### config.mk
export PLATFORM = sky130hd
export DESIGN_NAME = i2c_reg_slave
export DESIGN_NICKNAME = d
export VERILOG_FILES = /design/src/rtl/i2c_slv_pkg.sv /design/src/rtl/i2c_line_sync.sv /design/src/rtl/i2c_cond_detect.sv /design/src/rtl/i2c_slave_fsm.sv /design/src/rtl/i2c_reg_slave.sv
export SDC_FILE = /design/constraint.sdc
export NUM_CORES = 1
export LEC_CHECK = 0
export BUFFER_PORTS_ARGS = -buffer_cell sky130_fd_sc_hd__buf_2
export CAP_MARGIN = 20
export CORE_MARGIN = 4
export CORE_UTILIZATION = 45
export CTS_BUF_LIST = sky130_fd_sc_hd__clkbuf_8
export DETAILED_ROUTE_END_ITERATION = 8
export PLACE_DENSITY = 0.69
export SETUP_SLACK_MARGIN = 0.05
export SYNTH_ARGS = -nofsm -noshare
export SYNTH_HDL_FRONTEND = slang
export SYNTH_SLANG_ARGS = --single-unit
### constraint.sdc
create_clock -name clk -period 2.6 [get_ports clk]
set_input_delay 0.52 -clock clk [delete_from_list [all_inputs] [get_ports clk]]
set_output_delay 0.52 -clock clk [all_outputs]
set_load 0.01 [all_outputs]
### src/rtl/i2c_slv_pkg.sv
package i2c_slv_pkg;

    typedef enum logic [3:0] {
        ST_IDLE,
        ST_ADDR,
        ST_ADDR_ACK,
        ST_REG,
        ST_REG_ACK,
        ST_WDATA,
        ST_WDATA_ACK,
        ST_RDATA,
        ST_RDATA_ACK
    } slv_state_t;

    localparam int BYTE_W = 8;

endpackage

### src/rtl/i2c_line_sync.sv
module i2c_line_sync #(
    parameter int STAGES = 2
) (
    input  logic clk,
    input  logic rst_n,
    input  logic din,
    output logic dout,
    output logic dprev
);
    logic [STAGES-1:0] chain;

    always_ff @(posedge clk or negedge rst_n) begin
        if (!rst_n) begin
            chain <= '1;
            dprev <= 1'b1;
        end else begin
            chain <= {chain[STAGES-2:0], din};
            dprev <= chain[STAGES-1];
        end
    end

    assign dout = chain[STAGES-1];
endmodule

### src/rtl/i2c_cond_detect.sv
module i2c_cond_detect (
    input  logic scl_q,
    input  logic scl_p,
    input  logic sda_q,
    input  logic sda_p,
    output logic start_ev,
    output logic stop_ev,
    output logic scl_rise,
    output logic scl_fall
);
    logic scl_held_high;

    always_comb begin
        scl_held_high = scl_q && scl_p;
        start_ev      = scl_held_high && sda_p && !sda_q;
        stop_ev       = scl_held_high && !sda_p && sda_q;
        scl_rise      = scl_q && !scl_p;
        scl_fall      = !scl_q && scl_p;
    end
endmodule

### src/rtl/i2c_slave_fsm.sv
module i2c_slave_fsm
    import i2c_slv_pkg::*;
#(
    parameter logic [6:0] DEV_ADDR = 7'h18
) (
    input  logic              clk,
    input  logic              rst_n,
    input  logic              start_ev,
    input  logic              stop_ev,
    input  logic              scl_rise,
    input  logic              scl_fall,
    input  logic              sda_q,
    input  logic              gc_en,
    input  logic [BYTE_W-1:0] rd_data,
    output logic              sda_oe,
    output logic [BYTE_W-1:0] reg_addr,
    output logic [BYTE_W-1:0] wr_data,
    output logic              wr_stb,
    output slv_state_t        state_o
);
    localparam logic [3:0] BITS_PER_BYTE = 4'(BYTE_W);

    slv_state_t        state, nxt;
    logic [BYTE_W-1:0] rx_sr;
    logic [BYTE_W-1:0] tx_sr;
    logic [BYTE_W-1:0] ptr;
    logic [3:0]        bit_cnt;
    logic              rw_bit;
    logic              master_ack;
    logic              byte_full;
    logic              addr_hit;
    logic              rx_state;

    always_comb begin
        byte_full = (bit_cnt == BITS_PER_BYTE);
        addr_hit  = (rx_sr[7:1] == DEV_ADDR) ||
                    (rx_sr[7:1] == 7'd0 && !rx_sr[0] && gc_en);
        rx_state  = (state == ST_ADDR) || (state == ST_REG) || (state == ST_WDATA);
    end

    // state register
    always_ff @(posedge clk or negedge rst_n) begin
        if (!rst_n) state <= ST_IDLE;
        else        state <= nxt;
    end

    // next-state logic
    always_comb begin
        nxt = state;
        if (start_ev) begin
            nxt = ST_ADDR;
        end else if (stop_ev) begin
            nxt = ST_IDLE;
        end else if (scl_fall) begin
            unique case (state)
                ST_IDLE:      nxt = ST_IDLE;
                ST_ADDR:      if (byte_full) nxt = addr_hit ? ST_ADDR_ACK : ST_IDLE;
                ST_ADDR_ACK:  nxt = rw_bit ? ST_RDATA : ST_REG;
                ST_REG:       if (byte_full) nxt = ST_REG_ACK;
                ST_REG_ACK:   nxt = ST_WDATA;
                ST_WDATA:     if (byte_full) nxt = ST_WDATA_ACK;
                ST_WDATA_ACK: nxt = ST_WDATA;
                ST_RDATA:     if (byte_full) nxt = ST_RDATA_ACK;
                ST_RDATA_ACK: nxt = master_ack ? ST_RDATA : ST_IDLE;
                default:      nxt = ST_IDLE;
            endcase
        end
    end

    // outputs and datapath
    always_ff @(posedge clk or negedge rst_n) begin
        if (!rst_n) begin
            rx_sr      <= '0;
            tx_sr      <= '0;
            ptr        <= '0;
            bit_cnt    <= '0;
            rw_bit     <= 1'b0;
            master_ack <= 1'b0;
            sda_oe     <= 1'b0;
            wr_data    <= '0;
            wr_stb     <= 1'b0;
        end else begin
            wr_stb <= 1'b0;
            if (wr_stb) ptr <= ptr + 8'd1;
            if (start_ev || stop_ev) begin
                bit_cnt <= '0;
                sda_oe  <= 1'b0;
            end else if (scl_rise) begin
                if (rx_state) begin
                    rx_sr   <= {rx_sr[6:0], sda_q};
                    bit_cnt <= bit_cnt + 4'd1;
                end else if (state == ST_RDATA) begin
                    bit_cnt <= bit_cnt + 4'd1;
                end else if (state == ST_RDATA_ACK) begin
                    master_ack <= !sda_q;
                end
            end else if (scl_fall) begin
                unique case (state)
                    ST_ADDR: if (byte_full) begin
                        bit_cnt <= '0;
                        rw_bit  <= rx_sr[0];
                        sda_oe  <= addr_hit;
                    end
                    ST_REG: if (byte_full) begin
                        bit_cnt <= '0;
                        ptr     <= rx_sr;
                        sda_oe  <= 1'b1;
                    end
                    ST_WDATA: if (byte_full) begin
                        bit_cnt <= '0;
                        wr_data <= rx_sr;
                        sda_oe  <= 1'b1;
                    end
                    ST_ADDR_ACK: begin
                        bit_cnt <= '0;
                        if (rw_bit) begin
                            tx_sr  <= rd_data;
                            sda_oe <= !rd_data[7];
                        end else begin
                            sda_oe <= 1'b0;
                        end
                    end
                    ST_REG_ACK: sda_oe <= 1'b0;
                    ST_WDATA_ACK: begin
                        sda_oe <= 1'b0;
                        wr_stb <= 1'b1;
                    end
                    ST_RDATA: begin
                        if (byte_full) begin
                            bit_cnt <= '0;
                            sda_oe  <= 1'b0;
                            ptr     <= ptr + 8'd1;
                        end else begin
                            tx_sr  <= {tx_sr[6:0], 1'b0};
                            sda_oe <= !tx_sr[6];
                        end
                    end
                    ST_RDATA_ACK: begin
                        if (master_ack) begin
                            tx_sr  <= rd_data;
                            sda_oe <= !rd_data[7];
                        end else begin
                            sda_oe <= 1'b0;
                        end
                    end
                    ST_IDLE: sda_oe <= 1'b0;
                    default: sda_oe <= 1'b0;
                endcase
            end
        end
    end

    assign reg_addr = ptr;
    assign state_o  = state;
endmodule

### src/rtl/i2c_reg_slave.sv
module i2c_reg_slave
    import i2c_slv_pkg::*;
#(
    parameter logic [6:0] DEV_ADDR    = 7'h18,
    parameter int          SYNC_STAGES = 2
) (
    input  logic       clk,
    input  logic       rst_n,
    input  logic       scl_i,
    input  logic       sda_i,
    output logic       sda_oe,
    input  logic       gc_en,
    output logic [7:0] reg_addr,
    output logic [7:0] wr_data,
    output logic       wr_stb,
    input  logic [7:0] rd_data
);
    localparam int N_LINES = 2;

    logic [N_LINES-1:0] line_raw, line_q, line_p;
    logic scl_q, scl_p, sda_q, sda_p;
    logic start_ev, stop_ev, scl_rise, scl_fall;
    slv_state_t state;

    assign line_raw = {sda_i, scl_i};

    for (genvar g = 0; g < N_LINES; g++) begin : g_sync
        i2c_line_sync #(.STAGES(SYNC_STAGES)) u_sync (
            .clk   (clk),
            .rst_n (rst_n),
            .din   (line_raw[g]),
            .dout  (line_q[g]),
            .dprev (line_p[g])
        );
    end

    assign scl_q = line_q[0];
    assign scl_p = line_p[0];
    assign sda_q = line_q[1];
    assign sda_p = line_p[1];

    i2c_cond_detect u_cond (
        .scl_q    (scl_q),
        .scl_p    (scl_p),
        .sda_q    (sda_q),
        .sda_p    (sda_p),
        .start_ev (start_ev),
        .stop_ev  (stop_ev),
        .scl_rise (scl_rise),
        .scl_fall (scl_fall)
    );

    i2c_slave_fsm #(.DEV_ADDR(DEV_ADDR)) u_fsm (
        .clk      (clk),
        .rst_n    (rst_n),
        .start_ev (start_ev),
        .stop_ev  (stop_ev),
        .scl_rise (scl_rise),
        .scl_fall (scl_fall),
        .sda_q    (sda_q),
        .gc_en    (gc_en),
        .rd_data  (rd_data),
        .sda_oe   (sda_oe),
        .reg_addr (reg_addr),
        .wr_data  (wr_data),
        .wr_stb   (wr_stb),
        .state_o  (state)
    );
endmodule

==> results of run 1 <==
[critical path, stage by stage (launching register included)]
cell	delay [ns]
dfstp_2	0.55
inv_1	0.06
ha_1	0.28
nand2b_1	0.23
a2111oi_4	0.46
nand2_2	0.11
mux2_4	0.32
a211oi_2	0.20
[synthesized netlist by cell type, types with 3 or more instances]
| cell type | number |
|---|---|
| dfrtp_1 | 43 |
| nor3_1 | 8 |
| nand2b_1 | 4 |
| a21oi_1 | 12 |
| nand4_1 | 5 |
| mux2i_1 | 7 |
| and3_1 | 3 |
| nand2_1 | 29 |
| nand3_1 | 17 |
| ha_1 | 7 |
| mux2_1 | 8 |
| clkbuf_1 | 5 |
| buf_2 | 4 |
| dfstp_2 | 6 |
| nor4b_1 | 3 |
| o21ai_1 | 9 |
| nor2_1 | 8 |
| xor2_1 | 8 |
| inv_1 | 8 |
| o221ai_1 | 3 |
| mux2_2 | 9 |
| o21ai_0 | 10 |
| a22oi_1 | 3 |
[logic make-up after synthesis]
| family | share of synthesized area, % |
|---|---|
| XOR/XNOR | 3.74 |
| multiplexers | 9.96 |
| AO/OA/AOI/OAI | 15.5 |
| AND/OR/NAND/NOR | 19.9 |
| flip-flops | 44.4 |
| adder cells (fa/ha/maj) | 3.15 |
| buffers and inverters | 3.29 |
[cell type report]
| cell class | count | area (µm²) | area share [%] |
|---|---|---|---|
| sequential | 49 | 1230 | 39.2 |
| tap | 75 | 93.8 | 2.98 |
| inverter | 9 | 33.8 | 1.07 |
| multi-input combinational | 206 | 1450 | 46.2 |
| clock inverter | 3 | 46.3 | 1.47 |
| timing repair buffer | 37 | 215 | 6.84 |
| clock buffer | 5 | 68.8 | 2.19 |
[sequential cells by signal, summed over array words and instances, names as in the netlist]
signal and count:
u_fsm.reg_addr 8, u_fsm.rx_sr 8, u_fsm.wr_data 8, u_fsm.tx_sr 7, g_sync.u_sync.chain 4, u_fsm.bit_cnt 4, u_fsm.state_o 4, g_sync.u_sync.dprev 2
u_fsm.master_ack 1, u_fsm.rw_bit 1, u_fsm.sda_oe 1, u_fsm.wr_stb 1
[metal layers]
metal | share of wire (%) | track usage [%] | up-vias
li1 | - | - | 1079
met1 | 47 | 27.7 | 1126
met2 | 46 | 28.2 | 74
met3 | 6.1 | 3.04 | 6
met4 | 0.92 | 5.24 | 0
met5 | 0 | 0 | -
[through the flow]
stage | hold WS (ns) | instance area, µm² | instances
after floorplan | 0.224 | 2780 | 275
after global placement | 0.347 | 3030 | 376
after detailed placement | 0.348 | 3030 | 376
after CTS | 0.184 | 3140 | 384
after global routing | 0.201 | 3140 | 384
final | 0.175 | 3140 | 384
[power by group through the flow]
stage	Clock [mW]	Combinational [mW]	Sequential (mW)
final	0.547	0.565	1.16
after global routing	0.607	0.646	1.19
after CTS	0.571	0.571	1.16
after detailed placement	0	0.566	1.17
after global placement	0	0.548	1.16
after floorplan	0	0.486	1.05
[worst max path at each step]
stage | start | end | cells after the start
after detailed placement | g_sync[0].u_sync.dprev | u_fsm.wr_data[1] | 6
after global routing | g_sync[0].u_sync.dprev | u_fsm.wr_data[1] | 5
after global placement | g_sync[0].u_sync.dprev | u_fsm.wr_data[5] | 5
after floorplan | g_sync[0].u_sync.dprev | u_fsm.reg_addr[0] | 7
after CTS | g_sync[0].u_sync.dprev | u_fsm.reg_addr[0] | 7
final | g_sync[0].u_sync.dprev | u_fsm.reg_addr[0] | 7
==> impl_metrics.toml, run 1 <==
[outcome]
status = "finished, final reports clean"

[clock_network]
clock_sinks = 49
cts_hold_buf = 0
clk_path_buf_depth = 2
clk_latency_ns = 0.30
path_clk_slew_ns = 0.09
htree_levels = 2
ctsResizeCount = 0
cts_buffers = 5
postCtsSetupBuffers = 0
cts_tree = "done"
cts_root_buf = "clkbuf_8"

[floorplanning]
ios = 31
die_x_um = 86.6
start_util_pct = 46.6
core_um2 = 5960
die_area_um2 = 7490
die_h_um = 86.6
num_rows = 28

[timing]
slew_viol_final = 0
fmax_mhz = 440
hold_viol = 0
min_period_over_period_pct = 87.3
worst_slack_ns = 0.329
tightest_slew_ns = 0.594
fin_setup_tns_ns = 0
setup_viol = 0
relSlewSlack_pct = 60.4
fin_crit_ns = 2.27
rsz0062_at_grt = "no"
clock_skew_ns = 0.00685

[cells_and_area]
final_cell_mix = "43 x dfrtp_1, 30 x buf_2, 29 x nand2_1"
fillers = 561
final_core_util_pct = 52.8
final_common_cell = "dfrtp_1"
antenna_cells = 0
syn2layout_area_growth_pct = 13.2
fin_nets = 328
drive_gt1_share_pct = 23.6

[worst_setup_path]
worstPathArrival_ns = 2.50
rr_endpoint = "u_fsm.reg_addr[0]"
regToRegSetupSlack_ns = 0.33
endpoint_kind = "register"
worst-path-max-fanout = 8
required_ns = 2.83
timing.rr.start = "g_sync[0].u_sync.dprev"
critPathKind = "register to register"
r2r_cells = 7
crit_path_start_kind = "register"

[hold_path]
hold_path_class = "primary input to asynchronous set/reset pin"

[power]
p_switching_uw = 814
switching_share_pct = 35.8
total_power_mw = 2.28
intPower_mw = 1.46
combPwrFrac_pct = 24.8
p_per_area_nw_per_um2 = 724
p_clk_share_pct = 24.1
p_leak_nw = 1.41
power_frac_seq_pct = 51.1
ir_worst_vdd_mv = 0.411

[logic_synthesis]
syn_inst = 275
ys_seq_area_share_pct = 44.4
yosysUniqueCellTypes = 66
yosysTopAreaCell = "dfrtp_1"
ys_seq_elements = 49
avgSynthCellArea_um2 = 10.1
async_flop_share_pct = 100
synth_area_um2 = 2780
synthTopCellsByArea = "dfrtp_1 39%, dfstp_2 5.7%, nand2_1 3.9%"
synth_nets = 295
ys_warn_count = 0
synth-main-ff-cell = "dfrtp_1"
synth_top_area_share_pct = 38.7
synth-edff-count = 0

[routing]
firstDrtPassIters = 5
vias = 2285
drc_errors = 0
vias_per_cell = 5.95
wirelength_mm = 6.45
routedWlPerCell_um = 16.8
drt-initial-drc-count = 146
final_antenna_net_count = 0

[grt]
antenna_found_initial = 0
grt_start_max_net_pins = 29
gr-total-overflow = 0
grt_usage_pct = 18.7
grt_pass1_vias = 2163
grt_pass1_wl_mm = 11.0

[placement]
gp_congestion = 0.874
portBuffers = 30
hpwl_mm = 4.78
post-place-ws_ns = 0.340

[flow_run]
cap_violations = 0
Note: power is estimated with default switching activity, not from simulation.
==> inputs of run 2 (changes only) <==
==> constraint.sdc (replaced) <==
create_clock -name clk -period 2.6 [get_ports clk]
set_input_delay 0.13 -clock clk [delete_from_list [all_inputs] [get_ports clk]]
set_output_delay 0.13 -clock clk [all_outputs]
set_load 0.01 [all_outputs]
==> impl_metrics.toml, run 2 (synthesis gave the netlist of run 1 again) <==
[routing]
firstDrtPassIters = 4
vias_per_cell = 5.76
drc_errors = 0
drt-initial-drc-count = 159
vias = 2229
routedWlPerCell_um = 16.4
wirelength_mm = 6.33
final_antenna_net_count = 0

[grt]
grt_usage_pct = 18.7
grt_pass1_wl_mm = 11.2
gr-total-overflow = 0
grt_pass1_vias = 2217
antenna_found_initial = 0
grt_start_max_net_pins = 48

[clock_network]
clk_latency_ns = 0.30
path_clk_slew_ns = 0.09
postCtsSetupBuffers = 0
cts_root_buf = "clkbuf_8"
clk_path_buf_depth = 2
cts_tree = "done"
clock_sinks = 49
htree_levels = 2
cts_buffers = 5

[floorplanning]
num_rows = 28
start_util_pct = 46.6
die_area_um2 = 7490
ios = 31
die_h_um = 86.6
die_x_um = 86.6
core_um2 = 5960

[timing]
relSlewSlack_pct = 59.4
slew_viol_final = 0
clock_skew_ns = 0.00673
tightest_slew_ns = 0.608
min_period_over_period_pct = 89.9
hold_slack_ns = 0.0901
setup_viol = 0
hold_viol = 0
fin_setup_tns_ns = 0
rsz0062_at_grt = "no"
fin_crit_ns = 2.34
fmax_mhz = 428

[placement]
portBuffers = 30
post_dp_cell_area_um2 = 3020
gp_congestion = 0.873
hpwl_mm = 4.65

[worst_setup_path]
endpoint_kind = "register"
timing.rr.start = "g_sync[0].u_sync.dprev"
crit_path_start_kind = "register"
worstPathArrival_ns = 2.56
required_ns = 2.83
crit_chain = "inv_1 > ha_1 > nand2b_1 > a2111oi_4 > nand2_2 > mux2_4 > a211oi_2"
slowest_stage = "dfstp_2"
worst-path-max-fanout = 8
critPathKind = "register to register"
slowest_delay_ns = 0.56
startpoint = "g_sync[0].u_sync.dprev"

[outcome]
status = "finished, final reports clean"

[cells_and_area]
fin_area_um2 = 3160
final_cell_mix = "43 x dfrtp_1, 30 x buf_2, 29 x nand2_1"
final_core_util_pct = 53.0
fin_nets = 332
syn2layout_area_growth_pct = 13.6
fillers = 547
final_common_cell = "dfrtp_1"
drive_gt1_share_pct = 23.4
antenna_cells = 0

[power]
p_leak_nw = 1.42
ir_worst_vdd_mv = 0.318
p_per_area_nw_per_um2 = 689
total_power_mw = 2.18

[hold_path]
hold_path_class = "primary input to register"
hp-start = "rd_data[3]"

[flow_run]
cap_violations = 0
## run 2: cell count changes in the layout (fill, tap and decap cells not counted), sizes merged
cell and change:
dlygate4sd3 +3, buf +1, bufinv -1, clkbuf +1, clkinv -1
## run 2: timing repair
action                                 in CTS  in global routing
hold buffers                                2                  1
endpoints found under the hold margin       2                 11
gates resized for setup                     0                  0
## run 2: critical path: cells and delay by family, from the launching register on
| kind | cells | cell delay, ns |
|---|---|---|
| compound gates | 2 | 0.68 |
| fa+ha+maj | 1 | 0.29 |
| buf+inv | 1 | 0.07 |
| flops | 1 | 0.56 |
| mux | 1 | 0.32 |
| simple gates | 2 | 0.35 |
## run 2: per-stage QoR
step / worst slack, ns / std cells
floorplan: 0.508 / 275
global placement: 0.409 / 376
detailed placement: 0.315 / 376
CTS: 0.271 / 385
global route: 0.125 / 387
finish: 0.262 / 387
## run 2: where the power goes
part	switching, mW	internal, mW
sequential	0.244	0.913
clock	0.246	0.211
combinational	0.300	0.264
total	0.789	1.39
## run 2: final cells by class
type | instances | area (µm²) | share of cell area (%)
Multi-Input combinational cell | 206 | 1450 | 46.0
Sequential cell | 49 | 1230 | 39.1
Timing Repair Buffer | 41 | 253 | 8.01
Tap cell | 75 | 93.8 | 2.97
Clock buffer | 6 | 82.6 | 2.62
Inverter | 9 | 33.8 | 1.07
Clock inverter | 1 | 7.51 | 0.238
## run 2: path summary, 6_finish.rpt
path                                              to  cells past startpoint  slack [ns]
min reg2reg                g_sync[1].u_sync.chain[1]                      0        0.36
max in group asynchronous             u_fsm.rx_sr[4]                      3        1.84
max                                u_fsm.reg_addr[0]                      7        0.26
min in group asynchronous           u_fsm.bit_cnt[2]                      2        0.27
max reg2reg                        u_fsm.reg_addr[0]                      7        0.26
min                                   u_fsm.tx_sr[3]                      3        0.09
## run 2: routing by layer
metal  vias to the layer above  global-route usage, %  wire, µm
met2                        79                   27.7      2790
met1                      1055                   27.7      2970
met5                         -                      0         0
li1                       1083                      -         -
met4                         0                   6.23       150
met3                        12                   3.14       419
==> inputs of run 3 (changes only) <==
--- a/config.mk
+++ b/config.mk
@@ -5,6 +5,7 @@
 export SDC_FILE = /design/constraint.sdc
 export NUM_CORES = 1
 export LEC_CHECK = 0
+export ABC_AREA = 1
 export BUFFER_PORTS_ARGS = -buffer_cell sky130_fd_sc_hd__buf_2
 export CAP_MARGIN = 20
 export CORE_MARGIN = 4
==> impl_metrics.toml, run 3 <==
[logic_synthesis]
async_flop_share_pct = 100
synth_common_cells = "106 x nand2_1, 43 x dfrtp_1, 39 x inv_1"
avgSynthCellArea_um2 = 8.06
synth-edff-count = 0
synth_area_um2 = 2970
syn_inst = 368
yosysTopAreaCell = "dfrtp_1"
synthTopCellsByArea = "dfrtp_1 36%, nand2_1 13%, dfstp_2 5.3%"
synth.most_common_cell = "nand2_1"
synth_top_area_share_pct = 36.3
synth-main-ff-cell = "dfrtp_1"
ys_warn_count = 0
ys_seq_area_share_pct = 41.6
ys_seq_elements = 49
yosysUniqueCellTypes = 36
synth_nets = 388

[timing]
hold_viol = 0
worst_slack_ns = 0.746
fmax_mhz = 539
tightest_slew_ns = 0.536
relSlewSlack_pct = 64.3
fin_crit_ns = 1.85
slew_viol_final = 0
min_period_over_period_pct = 71.3
hold_slack_ns = 0.0761
setup_viol = 0
clock_skew_ns = 0.00805
fin_setup_tns_ns = 0
rsz0062_at_grt = "no"

[hold_path]
hold_path_class = "primary input to register"

[routing]
vias_per_cell = 5.08
drc_errors = 0
drt-initial-drc-count = 164
wirelength_mm = 6.43
routedWlPerCell_um = 13.3
firstDrtPassIters = 4
final_antenna_net_count = 0
vias = 2450

[placement]
post_dp_cell_area_um2 = 3170
post-place-ws_ns = 0.744
portBuffers = 30
hpwl_mm = 4.81
gp_congestion = 0.849

[clock_network]
cts_tree = "done"
htree_levels = 2
clock_sinks = 49
cts_buffers = 5
clk_latency_ns = 0.31
path_clk_slew_ns = 0.09
clk_path_buf_depth = 2
cts_root_buf = "clkbuf_8"
postCtsSetupBuffers = 0

[floorplanning]
num_rows = 29
die_x_um = 89.2
die_area_um2 = 7960
start_util_pct = 46.5
ios = 31
die_h_um = 89.2
core_um2 = 6390

[worst_setup_path]
cpLargestDelayFamily = "simple AND/OR/NAND/NOR gates"
critPathBufInv = 1
crit_path_start_kind = "register"
worst-path-max-fanout = 14
critPathKind = "register to register"
worstPathArrival_ns = 2.04
crit_top_cell = "nand2_1"
endpoint_kind = "register"
slowest_stage = "dfrtp_1"
required_ns = 2.78
crit_chain = "nand2_1 > inv_2 > nand2_2 > nand3_2 > o2111ai_4 > nand2_1 > o21ai_2"
slowest_delay_ns = 0.56

[power]
intPower_mw = 1.39
p_per_area_nw_per_um2 = 576
total_power_mw = 1.93
switching_share_pct = 28.3
p_leak_nw = 1.72
ir_worst_vdd_mv = 0.325
p_switching_uw = 547
p_clk_share_pct = 33.5
power_frac_seq_pct = 49.5
combPwrFrac_pct = 17.0

[grt]
antenna_found_initial = 0
grt_usage_pct = 18.6
grt_start_max_net_pins = 46
grt_pass1_wl_mm = 11.6
gr-total-overflow = 0
grt_pass1_vias = 2481

[cells_and_area]
antenna_cells = 0
fin_nets = 424
fin_area_um2 = 3350
drive_gt1_share_pct = 24.0
syn2layout_area_growth_pct = 13.0
final_common_cell = "nand2_1"
final_cell_mix = "106 x nand2_1, 43 x dfrtp_1, 39 x inv_1"

[outcome]
status = "finished, final reports clean"

[flow_run]
cap_violations = 0
-- run 3: worst paths after layout --
check / slack [ns] / cells past startpoint / endpoint / startpoint
max in group asynchronous: 1.75 / 3 / g_sync[1].u_sync.chain[1] / rst_n
setup reg to reg: 0.75 / 7 / u_fsm.tx_sr[6] / u_fsm.state_o[0]
hold reg to reg: 0.36 / 0 / g_sync[0].u_sync.chain[1] / g_sync[0].u_sync.chain[0]
hold / removal: 0.08 / 3 / u_fsm.tx_sr[0] / rd_data[0]
setup / recovery: 0.75 / 7 / u_fsm.tx_sr[6] / u_fsm.state_o[0]
min in group asynchronous: 0.31 / 2 / u_fsm.bit_cnt[2] / rst_n
-- run 3: worst register-to-register path, cell delays in order, from the launching register on --
cell	delay [ns]
dfrtp_1	0.56
nand2_1	0.12
inv_2	0.11
nand2_2	0.23
nand3_2	0.18
o2111ai_4	0.29
nand2_1	0.17
o21ai_2	0.06
-- run 3: timing repair --
action / CTS / global route
setup endpoints to repair: 0 / 0
hold buffers: 2 / 1
hold endpoints to repair: 2 / 17
gates resized for setup: 0 / 0
-- run 3: metrics by stage --
stage          utilization, %  std cells
6_report                 52.5        482
5_1_grt                  52.5        482
4_1_cts                  52.0        480
3_3_place_gp             49.6        470
3_5_place_dp             49.6        470
2_1_floorplan               -        368
-- run 3: final cells by class --
class                           count  area, µm²
Fill cell                         612       3030
Clock buffer                        5       68.8
Clock inverter                      3       65.1
Tap cell                           77       96.3
Timing Repair Buffer               35        208
Multi-Input combinational cell    265       1500
Sequential cell                    49       1230
Inverter                           48        180
-- run 3: power by group through the flow --
| stage | clock [mW] | sequential, mW | combinational (mW) |
|---|---|---|---|
| 2_1_floorplan | 0 | 0.950 | 0.253 |
| 5_1_grt | 0.699 | 0.975 | 0.379 |
| 6_report | 0.647 | 0.957 | 0.329 |
| 3_5_place_dp | 0 | 0.972 | 0.327 |
| 3_3_place_gp | 0 | 0.966 | 0.311 |
| 4_1_cts | 0.661 | 0.957 | 0.331 |
-- run 3: per-layer routing --
layer  vias to the layer above  wire, µm  share of wire [%]  track usage [%]
li1                       1262         -                  -                -
met1                      1132      3090                 48             25.2
met2                        50      2990                 47             30.7
met3                         6       265                4.1             3.13
met4                         0        80                1.2             5.28
met5                         -         0                  0                0
-- run 3: cell families after synthesis --
kind of cell | count (synthesis) | synth area share [%]
multiplexers | 6 | 2.02
adder cells (fa/ha/maj) | 7 | 2.95
XOR/XNOR | 1 | 0.295
buffers and inverters | 54 | 7.84
AND/OR/NAND/NOR | 190 | 31.9
flip-flops | 49 | 41.6
AO/OA/AOI/OAI | 61 | 13.4
